==> src/rtl/xcvr_pkg.sv <==
package xcvr_pkg;

  typedef struct packed {
    logic oe_n;
    logic dir;
    logic sel_ab;
    logic sel_ba;
  } lane_ctl_t;

  typedef struct packed {
    logic a_en;
    logic b_en;
  } side_en_t;

  // Decode of enable and direction into per-side drive flags.
  function automatic side_en_t side_enables(input logic oe_n, input logic dir);
    side_en_t r;
    r.a_en = 1'b0;
    r.b_en = 1'b0;
    if (!oe_n) begin
      if (dir) r.b_en = 1'b1;
      else     r.a_en = 1'b1;
    end
    return r;
  endfunction

endpackage

==> src/rtl/edge_capture.sv <==
module edge_capture #(
  parameter int W = 8
) (
  input  logic         clk,
  input  logic         rst_n,
  input  logic         strobe,
  input  logic [W-1:0] d,
  output logic [W-1:0] q,
  output logic         fire
);
  logic strobe_q;

  assign fire = strobe & ~strobe_q;

  always_ff @(posedge clk) begin
    if (!rst_n) begin
      strobe_q <= 1'b0;
      q        <= '0;
    end else begin
      strobe_q <= strobe;
      if (fire) q <= d;
    end
  end

  AST_CAPTURE_LOAD: assert property (@(posedge clk) disable iff (!rst_n)
    fire |=> q == $past(d));
  AST_CAPTURE_KEEP: assert property (@(posedge clk) disable iff (!rst_n)
    !fire |=> $stable(q));
endmodule

==> src/rtl/bus_keeper.sv <==
module bus_keeper #(
  parameter int W = 8
) (
  input  logic         clk,
  input  logic         rst_n,
  input  logic         drv,
  input  logic [W-1:0] val,
  output logic [W-1:0] pin
);
  logic [W-1:0] held;
  logic         armed;

  assign pin = drv ? val : held;

  always_ff @(posedge clk) begin
    if (!rst_n) begin
      held  <= '0;
      armed <= 1'b0;
    end else begin
      armed <= 1'b1;
      if (drv) held <= val;
    end
  end

  AST_KEEP_LEVEL: assert property (@(posedge clk) disable iff (!rst_n)
    (armed && !drv) |-> pin == $past(pin));
endmodule

==> src/rtl/xcvr_lane.sv <==
module xcvr_lane
  import xcvr_pkg::*;
#(
  parameter int W = 8
) (
  input  logic         clk,
  input  logic         rst_n,
  input  lane_ctl_t    ctl,
  input  logic         cap_a,
  input  logic         cap_b,
  input  logic [W-1:0] a_ext,
  input  logic [W-1:0] b_ext,
  output logic [W-1:0] a_pin,
  output logic         a_drv,
  output logic [W-1:0] b_pin,
  output logic         b_drv
);
  side_en_t     en;
  logic [W-1:0] reg_a, reg_b;
  logic [W-1:0] a_val, b_val;
  logic [W-1:0] a_port, b_port;
  logic         fire_a, fire_b;

  assign en    = side_enables(ctl.oe_n, ctl.dir);
  assign a_drv = en.a_en;
  assign b_drv = en.b_en;

  // When one side drives, the other side is an input, so its port value is external.
  assign a_val = ctl.sel_ba ? reg_b : b_ext;
  assign b_val = ctl.sel_ab ? reg_a : a_ext;

  // Value presented for capture: own driven level or external level.
  assign a_port = a_drv ? a_val : a_ext;
  assign b_port = b_drv ? b_val : b_ext;

  edge_capture #(.W(W)) u_cap_a (
    .clk(clk), .rst_n(rst_n), .strobe(cap_a), .d(a_port), .q(reg_a), .fire(fire_a)
  );
  edge_capture #(.W(W)) u_cap_b (
    .clk(clk), .rst_n(rst_n), .strobe(cap_b), .d(b_port), .q(reg_b), .fire(fire_b)
  );

  bus_keeper #(.W(W)) u_keep_a (
    .clk(clk), .rst_n(rst_n), .drv(a_drv), .val(a_val), .pin(a_pin)
  );
  bus_keeper #(.W(W)) u_keep_b (
    .clk(clk), .rst_n(rst_n), .drv(b_drv), .val(b_val), .pin(b_pin)
  );

  AST_ONE_SIDE: assert property (@(posedge clk) disable iff (!rst_n)
    !(a_drv && b_drv));
  AST_ISOLATED: assert property (@(posedge clk) disable iff (!rst_n)
    ctl.oe_n |-> (!a_drv && !b_drv));
  AST_STORED_TO_B: assert property (@(posedge clk) disable iff (!rst_n)
    (b_drv && ctl.sel_ab && !fire_a) |=> (!b_drv || !ctl.sel_ab || b_pin == $past(b_pin)));
  AST_STORED_TO_A: assert property (@(posedge clk) disable iff (!rst_n)
    (a_drv && ctl.sel_ba && !fire_b) |=> (!a_drv || !ctl.sel_ba || a_pin == $past(a_pin)));
endmodule

==> src/rtl/bidir_xcvr16.sv <==
module bidir_xcvr16
  import xcvr_pkg::*;
#(
  parameter int LANE_W = 8,
  parameter int LANES  = 2,
  localparam int W = LANE_W * LANES
) (
  input  logic             clk,
  input  logic             rst_n,
  input  logic [LANES-1:0] oe_n,
  input  logic [LANES-1:0] dir,
  input  logic [LANES-1:0] sel_ab,
  input  logic [LANES-1:0] sel_ba,
  input  logic [LANES-1:0] cap_a,
  input  logic [LANES-1:0] cap_b,
  input  logic [W-1:0]     a_in,
  output logic [W-1:0]     a_out,
  output logic [LANES-1:0] a_drv,
  input  logic [W-1:0]     b_in,
  output logic [W-1:0]     b_out,
  output logic [LANES-1:0] b_drv
);
  for (genvar g = 0; g < LANES; g++) begin : g_lane
    lane_ctl_t ctl;
    assign ctl = '{oe_n: oe_n[g], dir: dir[g], sel_ab: sel_ab[g], sel_ba: sel_ba[g]};

    xcvr_lane #(.W(LANE_W)) u_lane (
      .clk   (clk),
      .rst_n (rst_n),
      .ctl   (ctl),
      .cap_a (cap_a[g]),
      .cap_b (cap_b[g]),
      .a_ext (a_in[g*LANE_W +: LANE_W]),
      .b_ext (b_in[g*LANE_W +: LANE_W]),
      .a_pin (a_out[g*LANE_W +: LANE_W]),
      .a_drv (a_drv[g]),
      .b_pin (b_out[g*LANE_W +: LANE_W]),
      .b_drv (b_drv[g])
    );
  end
endmodule

==> config.mk <==
export PLATFORM = sky130hd
export DESIGN_NAME = bidir_xcvr16
export DESIGN_NICKNAME = d
export VERILOG_FILES = /design/src/rtl/xcvr_pkg.sv /design/src/rtl/edge_capture.sv /design/src/rtl/bus_keeper.sv /design/src/rtl/xcvr_lane.sv /design/src/rtl/bidir_xcvr16.sv
export SDC_FILE = /design/constraint.sdc
export NUM_CORES = 1
export LEC_CHECK = 0
export BUFFER_PORTS_ARGS = -buffer_cell sky130_fd_sc_hd__buf_2
export CAP_MARGIN = 10
export CELL_PAD_IN_SITES_DETAIL_PLACEMENT = 0
export CELL_PAD_IN_SITES_GLOBAL_PLACEMENT = 2
export CORE_MARGIN = 5
export CORE_UTILIZATION = 35
export CTS_CLUSTER_SIZE = 40
export DETAILED_ROUTE_END_ITERATION = 8
export PLACE_DENSITY = 0.81
export SYNTH_ARGS = -nofsm -noshare
export SYNTH_HDL_FRONTEND = slang
export SYNTH_SLANG_ARGS = --single-unit
==> constraint.sdc <==
create_clock -name clk -period 2 [get_ports clk]
set_input_delay 0.4 -clock clk [delete_from_list [all_inputs] [get_ports clk]]
set_output_delay 0.4 -clock clk [all_outputs]
set_load 0.01 [all_outputs]
==> out/qor.yml, run 1 <==
job:
  cap_violations: 0
floorplanning:
  die_x_um: 106
  die-area_um2: 11200
  dieHeight_um: 106
  core_area_um2: 9110
  io_pins: 82
  initial_core_util_pct: 35.2
  rows: 35
run_status:
  outcome: "finished clean"
finish:
  diodes: 0
  utilization_pct: 42.7
  layout.nets: 426
  syn_to_final_growth_pct: 21.1
  drive_above_1_share_pct: 29.1
  final_area_um2: 3890
  final_cells: 496
setup_path:
  path_delay_family: "buffers and inverters"
  worstPathCellList: "buf_2 -> mux2i_1 -> nand2_1 -> o21a_1 -> buf_2"
  cp.arrival_ns: 1.36
  worstSetupPathType: "in2out"
  crit_fanout: 8
  r2r_cells: 3
  crit_required_ns: 1.60
  endpoint_kind: "primary output"
  cp_slowest_stage_delay_ns: 0.30
  crit_slowest_cell: "mux2i_1"
  crit_top_cell: "buf_2"
  critPathLaunchType: "input port"
  crit_cells: 5
  critical_path_buf_inv_count: 2
route:
  drt_wl_total_mm: 8.04
  dr.pass1.iters: 4
  dr_wl_met3_um: 579
  drt_iter0_markers: 65
  top_layer: "met4"
  drt-met1-wl_mm: 3.55
  drc: 0
  routed-via-count: 2579
  wl_met2_mm: 3.84
  antenna_left: 0
  routedWlPerCell_um: 16.2
  viasPerCell: 5.20
logic_synthesis:
  syn_inst: 310
  syn_avg_cell_area_um2: 10.4
  yosysUniqueCellTypes: 18
  synth_area_um2: 3210
  synth_warnings: 0
  yosysSeqAreaShare_pct: 42.4
  synth_seq_cells: 68
  syn_nets: 356
power_and_ir_drop:
  power_density_nw_per_um2: 813
  p_leak_uw: 0.00204
  vdd_drop_max_mv: 0.342
sta:
  drv_slew: 0
  fin_worst_skew_ns: 0.0169
  min_period_ns: 1.76
  setup_viol: 0
  final-hold-violation-count: 0
  rsz0062_at_grt: "false"
  relSlewSlack_pct: 70.8
  period_share_pct: 87.8
  timing.fmax_mhz: 569
  layout_setup_ws_ns: 0.244
  tightest_slew_ns: 0.436
  fin_tns_setup_ns: 0
placed_design:
  dp_hpwl_mm: 5.98
  io_buffers: 81
  dp_cells: 480
  gp_congestion: 0.841
  placed_area_um2: 3690
  dp_slack_ns: 0.234
global_routing:
  grt_pass1_wl_mm: 13.2
  grt_max_degree: 34
  grt_pass1_vias: 2606
  track_usage_pct: 14.8
  overflow: 0
  antenna_found_initial: 0
clocking:
  cts_made_buffers: 9
  clkTransAtPathRegs_ns: 0.07
  clk_latency_ns: 0.34
  cts_hold_buf: 0
  cts_max_path_buffers: 2
  cts_resized: 0
  clock_sinks: 68
  cts_setup_buffers: 0
  cts_tree: "built"
  htree_levels: 3
  cts_root_buf: "clkbuf_8"
min_path:
  min_path_type: "in2reg"
  hold-path-cell-count: 2
[flip-flops by register name, summed over array words and instances, names as in the netlist]
signal                          cells
g_lane.u_lane.u_cap_b.strobe_q      2
g_lane.u_lane.u_cap_a.strobe_q      2
g_lane.u_lane.u_keep_b.held        16
g_lane.u_lane.u_cap_a.q            16
g_lane.u_lane.u_cap_b.q            16
g_lane.u_lane.u_keep_a.held        16
[cells in the mapped netlist]
| cell type | count | area [um^2] |
|---|---|---|
| nor2_2 | 2 | 12.5 |
| mux2i_1 | 32 | 320 |
| and3b_1 | 4 | 35.0 |
| buf_2 | 18 | 90.1 |
| inv_1 | 4 | 15.0 |
| buf_4 | 8 | 60.1 |
| and2_1 | 4 | 25.0 |
| a21boi_4 | 1 | 18.8 |
| o211a_1 | 32 | 320 |
| dfxtp_1 | 68 | 1360 |
| buf_6 | 1 | 11.3 |
| a22o_1 | 32 | 280 |
| a21boi_2 | 3 | 33.8 |
| nand2_1 | 32 | 120 |
| clkbuf_1 | 2 | 7.51 |
| clkbuf_2 | 1 | 5.00 |
| nor2b_1 | 2 | 12.5 |
| o21a_1 | 64 | 480 |
[per-layer routing]
layer,vias up,track usage [%]
met3,4,4.10
met4,0,5.55
met2,69,24.2
li1,1287,-
met5,-,0
met1,1219,18.6
[cell families after synthesis]
group           share of synthesized area, %
compound gates                          35.3
mux                                     9.98
simple gates                            6.39
flops                                   42.4
buf+inv                                 5.89
[layout make-up]
type | count | area [um^2]
clock buffer | 10 | 128
clock inverter | 6 | 63.8
fill | 947 | 5220
inverter | 4 | 15.0
multi-input combinational | 208 | 1660
sequential | 68 | 1360
tap | 111 | 139
timing repair buffer | 89 | 515
[worst reg2reg max path, cell delays in order (launching register included)]
cell,delay [ns]
dfxtp_1,0.32
and3b_1,0.41
o21a_1,0.18
a22o_1,0.11
[path summary, 6_finish.rpt]
kind / endpoint / slack [ns] / startpoint
worst max register to register: g_lane[0].u_lane.u_cap_b.q[2]$_SDFFE_PN0P_ / 0.93 / g_lane[0].u_lane.u_cap_b.strobe_q$_SDFF_PN0_
worst max-delay path: b_out[4] / 0.24 / sel_ab[0]
worst min register to register: g_lane[1].u_lane.u_cap_b.q[3]$_SDFFE_PN0P_ / 0.48 / g_lane[1].u_lane.u_cap_b.q[3]$_SDFFE_PN0P_
worst min-delay path: g_lane[1].u_lane.u_cap_a.strobe_q$_SDFF_PN0_ / 0.31 / cap_a[1]
[power by group]
part	total [uW]	internal [uW]	switching, uW
logic	542	264	278
registers	1490	1450	46.2
clock network	1130	576	549
[cell usage in the layout, fill, tap and decap left out]
| cell type | Yosys | final |
|---|---|---|
| inv_6 | 0 | 1 |
| o21a_1 | 64 | 64 |
| and3b_1 | 4 | 4 |
| o211a_1 | 32 | 32 |
| clkinv_2 | 0 | 2 |
| clkbuf_8 | 0 | 9 |
| inv_1 | 4 | 4 |
| a22o_1 | 32 | 32 |
| nor2_2 | 2 | 2 |
| a21boi_4 | 1 | 1 |
| dfxtp_1 | 68 | 68 |
| buf_12 | 0 | 4 |
| clkbuf_1 | 2 | 1 |
| buf_4 | 8 | 4 |
| mux2i_1 | 32 | 32 |
| bufinv_16 | 0 | 1 |
| nor2b_2 | 0 | 2 |
| a21boi_2 | 3 | 3 |
| buf_2 | 18 | 81 |
| clkinvlp_4 | 0 | 2 |
| and2_1 | 4 | 4 |
| nand2_1 | 32 | 32 |
[metrics by stage]
stage / total power (uW) / hold WS (ns)
floorplan: 1870 / 0.449
global placement: 2070 / 0.461
detailed placement: 2070 / 0.468
CTS: 3210 / 0.295
global route: 3330 / 0.318
finish: 3160 / 0.307
Note: power is estimated with default switching activity, not from simulation.
==> run 2: changes to the inputs <==
- CORE_MARGIN: 5 -> 2
- GPL_TIMING_DRIVEN: not set -> 0
==> out/qor.yml, run 2 (synthesized netlist as in run 1, its figures left out) <==
run_status:
  outcome: "finished clean"  # unchanged
sta:
  drv_slew: 0  # unchanged
  rsz0062_at_grt: "false"  # unchanged
  relSlewSlack_pct: 63.3  # was 70.8%
  tightest_slew_ns: 0.547  # was 0.436 ns
  layout_setup_ws_ns: 0.102  # was 0.244 ns
  period_share_pct: 94.9  # was 87.8%
  fin_worst_skew_ns: 0.0101  # was 0.0169 ns
  timing.fmax_mhz: 527  # was 569 MHz
  final-hold-violation-count: 0  # unchanged
  setup_viol: 0  # unchanged
  min_period_ns: 1.90  # was 1.76 ns
clocking:
  cts_setup_buffers: 0  # unchanged
  clock_sinks: 68  # unchanged
  htree_levels: 3  # unchanged
  cts_root_buf: "clkbuf_8"  # unchanged
  clk_latency_ns: 0.35  # was 0.34 ns
  cts_made_buffers: 9  # unchanged
  cts_max_path_buffers: 2  # unchanged
  cts_hold_buf: 0  # unchanged
  cts_tree: "built"  # unchanged
  cts_resized: 0  # unchanged
  clkTransAtPathRegs_ns: 0.07  # about the same
min_path:
  min_from: "cap_b[1]"  # was cap_a[1]
  min_delay_worst_endpoint: "g_lane[1].u_lane.u_cap_b.strobe_q$_SDFF_PN0_"  # was g_lane[1].u_lane.u_cap_a.strobe_q$_SDFF_PN0_
  hold-path-cell-count: 2  # unchanged
  min_path_type: "in2reg"  # unchanged
power_and_ir_drop:
  p_leak_uw: 0.00214  # was 0.00204 uW
  netSwitchingFraction_pct: 25.7  # was 27.6%
  p_int_uw: 2570  # was 2290 uW
  seq_power_share_pct: 43.1  # was 47.2%
  combPwrFrac_pct: 16.0  # was 17.2%
  vdd_drop_max_mv: 0.322  # was 0.342 mV
  p_switching_uw: 888  # was 874 uW
  power_density_nw_per_um2: 870  # was 813 nW/um^2
  clockPowerShare_pct: 40.9  # was 35.6%
floorplanning:
  initial_core_util_pct: 36.4  # was 35.2%
  dieHeight_um: 99.8  # was 106 um
  die_x_um: 99.8  # was 106 um
  io_pins: 82  # unchanged
  rows: 34  # was 35
  core_area_um2: 8810  # was 9110 um^2
  die-area_um2: 9950  # was 11200 um^2
setup_path:
  crit_slowest_cell: "buf_2"  # was mux2i_1
  crit_top_cell: "buf_2"  # unchanged
  rr_endpoint: "g_lane[1].u_lane.u_cap_b.q[6]$_SDFFE_PN0P_"  # was g_lane[0].u_lane.u_cap_b.q[2]$_SDFFE_PN0P_
  crit_required_ns: 1.60  # about the same
  worstSetupPathType: "in2out"  # unchanged
  worstPathCellList: "buf_2 -> nor2_2 -> buf_2 -> nand2_1 -> o21a_1 -> buf_2"  # was buf_2 -> mux2i_1 -> nand2_1 -> o21a_1 -> buf_2
  crit_fanout: 10  # was 8
  crit_cells: 6  # was 5
  r2r_cells: 3  # unchanged
  critical_path_buf_inv_count: 3  # was 2
  path_delay_family: "buffers and inverters"  # unchanged
  rr_startpoint: "g_lane[1].u_lane.u_cap_b.strobe_q$_SDFF_PN0_"  # was g_lane[0].u_lane.u_cap_b.strobe_q$_SDFF_PN0_
  cp_slowest_stage_delay_ns: 0.30  # about the same
  endpoint_kind: "primary output"  # unchanged
  critPathLaunchType: "input port"  # unchanged
  reg2reg_slack_ns: 0.90  # was 0.93 ns
  cp.arrival_ns: 1.50  # was 1.36 ns
global_routing:
  grt_pass1_wl_mm: 13.3  # was 13.2 mm
  track_usage_pct: 17.5  # was 14.8%
  grt_pass1_vias: 2573  # was 2606
  overflow: 0  # unchanged
  antenna_found_initial: 0  # unchanged
  grt_max_degree: 13  # was 34
finish:
  nFillCells: 867  # was 947
  layout_common_cells: "buf_2 (95), dfxtp_1 (68), o21a_1 (64)"  # was buf_2 (81), dfxtp_1 (68), o21a_1 (64)
  drive_above_1_share_pct: 31.8  # was 29.1%
  multi_input_area_um2: 1660  # about the same
  layout_commonest_cell: "buf_2"  # unchanged
  syn_to_final_growth_pct: 24.0  # was 21.1%
  final_area_um2: 3980  # was 3890 um^2
  layout.nets: 444  # was 426
  diodes: 0  # unchanged
  seqCellArea_um2: 1360  # unchanged
route:
  dr.pass1.iters: 4  # unchanged
  antenna_left: 0  # unchanged
  drc: 0  # unchanged
  routedWlPerCell_um: 16.7  # was 16.2 um
  viasPerCell: 5.22  # was 5.20
  drt_iter0_markers: 58  # was 65
  drt_wl_total_mm: 8.51  # was 8.04 mm
  routed-via-count: 2666  # was 2579
placed_design:
  dp_hpwl_mm: 6.21  # was 5.98 mm
  dp_slack_ns: 0.0318  # was 0.234 ns
  placed_area_um2: 3730  # was 3690 um^2
  gp_congestion: 0.715  # was 0.841
  io_buffers: 77  # was 81
job:
  cap_violations: 0  # unchanged
run 2: worst max path at each step:
stage,startpoint,end,slack [ns]
floorplan,dir[0],b_out[4],0.55
global placement,oe_n[1],a_out[15],-0.0009
detailed placement,oe_n[1],a_out[15],0.03
CTS,oe_n[1],a_out[15],0.02
global route,oe_n[1],a_out[15],0.02
finish,oe_n[1],a_out[8],0.10
run 2: layout make-up:
| class | instances | share of cell area (%) |
|---|---|---|
| flip-flops and latches | 68 | 34.2 |
| well taps | 108 | 3.40 |
| clock buffers | 10 | 3.46 |
| multi-input cells | 208 | 41.7 |
| repair buffers | 77 | 9.68 |
| clock inverters | 6 | 2.80 |
| inverters | 4 | 0.377 |
| plain buffers | 30 | 4.40 |
run 2: per-stage QoR:
stage | std cells | util, % | power [uW] | setup TNS, ns | hold slack, ns
5_1_grt | 511 | 45.2 | 3610 | 0 | 0.296
4_1_cts | 511 | 45.2 | 3500 | 0 | 0.285
3_3_place_gp | 495 | 42.4 | 2070 | -0.000859 | 0.461
6_report | 511 | 45.2 | 3460 | 0 | 0.297
2_1_floorplan | 310 | - | 1870 | 0 | 0.449
3_5_place_dp | 495 | 42.4 | 2080 | 0 | 0.466
run 2: power by group through the flow:
stage	combinational (uW)	sequential (uW)	clock, uW
floorplan	361	1510	0
global placement	556	1520	0
detailed placement	560	1520	0
CTS	563	1490	1450
global route	610	1500	1500
finish	556	1490	1420
run 2: metal layers:
| metal | part of all wire [%] | routed length [um] | up-vias | GRT usage, % |
|---|---|---|---|---|
| li1 | - | - | 1325 | - |
| met1 | 53 | 4510 | 1275 | 25.3 |
| met2 | 41 | 3510 | 56 | 25.1 |
| met3 | 4.4 | 375 | 10 | 3.87 |
| met4 | 1.4 | 121 | 0 | 7.06 |
| met5 | 0 | 0 | - | 0 |
==> run 3: changes to the inputs <==
- CELL_PAD_IN_SITES_DETAIL_PLACEMENT: 0 -> not set
- CELL_PAD_IN_SITES_GLOBAL_PLACEMENT: 2 -> not set
- CORE_UTILIZATION: 35 -> 57
- PLACE_DENSITY: 0.81 -> 0.82
==> out/qor.yml, run 3 (synthesized netlist as in run 1, its figures left out) <==
run_status:
  outcome: "finished clean"  # unchanged
sta:
  worst_hold_slack_ns: 0.301  # was 0.297 ns
  drv_slew: 0  # unchanged
  fin_tns_setup_ns: 0  # unchanged
  rsz0062_at_grt: "false"  # unchanged
  min_period_ns: 1.86  # was 1.90 ns
  tightest_slew_ns: 0.451  # was 0.547 ns
  setup_viol: 0  # unchanged
  fin_worst_skew_ns: 0.00605  # was 0.0101 ns
  timing.fmax_mhz: 536  # was 527 MHz
  relSlewSlack_pct: 70.0  # was 63.3%
  period_share_pct: 93.2  # was 94.9%
  layout_setup_ws_ns: 0.136  # was 0.102 ns
  final-hold-violation-count: 0  # unchanged
floorplanning:
  dieHeight_um: 79.0  # was 99.8 um
  die_x_um: 79.0  # was 99.8 um
  io_pins: 82  # unchanged
  core_area_um2: 5470  # was 8810 um^2
  rows: 27  # was 34
  die-area_um2: 6250  # was 9950 um^2
  initial_core_util_pct: 58.6  # was 36.4%
clocking:
  clkTransAtPathRegs_ns: 0.07  # about the same
  clk_latency_ns: 0.35  # about the same
  cts_root_buf: "clkbuf_8"  # unchanged
  cts_max_path_buffers: 2  # unchanged
  cts_resized: 0  # unchanged
  htree_levels: 3  # unchanged
  cts_made_buffers: 9  # unchanged
  cts_setup_buffers: 0  # unchanged
  cts_tree: "built"  # unchanged
  clock_sinks: 68  # unchanged
  cts_hold_buf: 0  # unchanged
route:
  dr_wl_met3_um: 330  # was 375 um
  routed-via-count: 2714  # was 2666
  top_layer: "met4"  # unchanged
  antenna_left: 0  # unchanged
  drt_iter0_markers: 102  # was 58
  wl_met2_mm: 3.32  # was 3.51 mm
  viasPerCell: 5.71  # was 5.22
  drc: 0  # unchanged
  dr.pass1.iters: 4  # unchanged
  drt_wl_total_mm: 7.58  # was 8.51 mm
  routedWlPerCell_um: 16.0  # was 16.7 um
  drt-met1-wl_mm: 3.82  # was 4.51 mm
placed_design:
  io_buffers: 77  # unchanged
  dp_slack_ns: 0.153  # was 0.0318 ns
  dp_cells: 459  # was 495
  gp_congestion: 0.822  # was 0.715
  dp_hpwl_mm: 5.74  # was 6.21 mm
setup_path:
  reg2reg_slack_ns: 0.90  # about the same
  endpoint_kind: "primary output"  # unchanged
  worstSetupPathType: "in2out"  # unchanged
  critical_path_buf_inv_count: 3  # unchanged
  r2r_cells: 4  # was 3
  crit_top_cell: "buf_2"  # unchanged
  startpoint: "oe_n[1]"  # unchanged
  rr_startpoint: "g_lane[0].u_lane.u_cap_a.strobe_q$_SDFF_PN0_"  # was g_lane[1].u_lane.u_cap_b.strobe_q$_SDFF_PN0_
  rr_endpoint: "g_lane[0].u_lane.u_cap_a.q[1]$_SDFFE_PN0P_"  # was g_lane[1].u_lane.u_cap_b.q[6]$_SDFFE_PN0P_
  path_delay_family: "buffers and inverters"  # unchanged
  cp.arrival_ns: 1.46  # was 1.50 ns
  critPathLaunchType: "input port"  # unchanged
  cp-endpoint: "a_out[15]"  # was a_out[8]
  crit_fanout: 10  # unchanged
  crit_required_ns: 1.60  # about the same
  cp_slowest_stage_delay_ns: 0.40  # was 0.30 ns
  crit_slowest_cell: "clkbuf_1"  # was buf_2
  crit_cells: 5  # was 6
  worstPathCellList: "buf_2 -> nor2_2 -> clkbuf_1 -> o21a_1 -> buf_2"  # was buf_2 -> nor2_2 -> buf_2 -> nand2_1 -> o21a_1 -> buf_2
finish:
  layout_common_cells: "buf_2 (95), dfxtp_1 (68), o21a_1 (64)"  # unchanged
  layout_commonest_cell: "buf_2"  # unchanged
  layout.nets: 444  # unchanged
  syn_to_final_growth_pct: 21.1  # was 24.0%
  drive_above_1_share_pct: 31.5  # was 31.8%
  final_cells: 475  # was 511
  nFillCells: 424  # was 867
  diodes: 0  # unchanged
  seqCellArea_um2: 1360  # unchanged
  multi_input_area_um2: 1660  # unchanged
global_routing:
  grt_pass1_vias: 2630  # was 2573
  track_usage_pct: 24.7  # was 17.5%
  antenna_found_initial: 0  # unchanged
  overflow: 0  # unchanged
  grt_pass1_wl_mm: 12.1  # was 13.3 mm
  grt_max_degree: 12  # was 13
power_and_ir_drop:
  vdd_drop_max_mv: 0.667  # was 0.322 mV
  power_density_nw_per_um2: 819  # was 870 nW/um^2
  p_leak_uw: 0.00212  # was 0.00214 uW
min_path:
  hold-path-cell-count: 2  # unchanged
  min_path_type: "in2reg"  # unchanged
job:
  cap_violations: 0  # unchanged
-- run 3: per-stage QoR --
step           utilization (%)  cell area (um^2)  power [uW]
3_5_place_dp              67.3              3680        2070
4_1_cts                   71.0              3890        3190
5_1_grt                   71.0              3890        3310
2_1_floorplan                -              3210        1870
3_3_place_gp              67.3              3680        2050
6_report                  71.0              3890        3180
-- run 3: per-layer routing --
layer / vias to the layer above / global-route usage, %
li1: 1325 / -
met1: 1315 / 34.6
met2: 66 / 37.5
met3: 8 / 4.09
met4: 0 / 10.9
met5: - / 0
-- run 3: power breakdown --
| part | switching, uW | internal (uW) | total [uW] |
|---|---|---|---|
| combinational | 283 | 265 | 549 |
| sequential | 48.8 | 1450 | 1500 |
| clock | 503 | 635 | 1140 |
| total | 835 | 2350 | 3180 |
-- run 3: worst min path at each step --
stage / start / end
2_1_floorplan: g_lane[0].u_lane.u_cap_a.q[0]$_SDFFE_PN0P_ / g_lane[0].u_lane.u_cap_a.q[0]$_SDFFE_PN0P_
3_3_place_gp: g_lane[1].u_lane.u_cap_b.q[3]$_SDFFE_PN0P_ / g_lane[1].u_lane.u_cap_b.q[3]$_SDFFE_PN0P_
3_5_place_dp: g_lane[0].u_lane.u_cap_a.q[3]$_SDFFE_PN0P_ / g_lane[0].u_lane.u_cap_a.q[3]$_SDFFE_PN0P_
4_1_cts: cap_b[0] / g_lane[0].u_lane.u_cap_b.strobe_q$_SDFF_PN0_
5_1_grt: cap_b[0] / g_lane[0].u_lane.u_cap_b.strobe_q$_SDFF_PN0_
6_report: cap_b[0] / g_lane[0].u_lane.u_cap_b.strobe_q$_SDFF_PN0_
-- run 3: layout make-up --
class / instances / area share, %
Multi-Input combinational cell: 208 / 42.7
Sequential cell: 68 / 35.0
Timing Repair Buffer: 77 / 9.92
Buffer: 30 / 4.48
Clock buffer: 11 / 3.90
Tap cell: 72 / 2.32
Clock inverter: 5 / 1.29
Inverter: 4 / 0.386
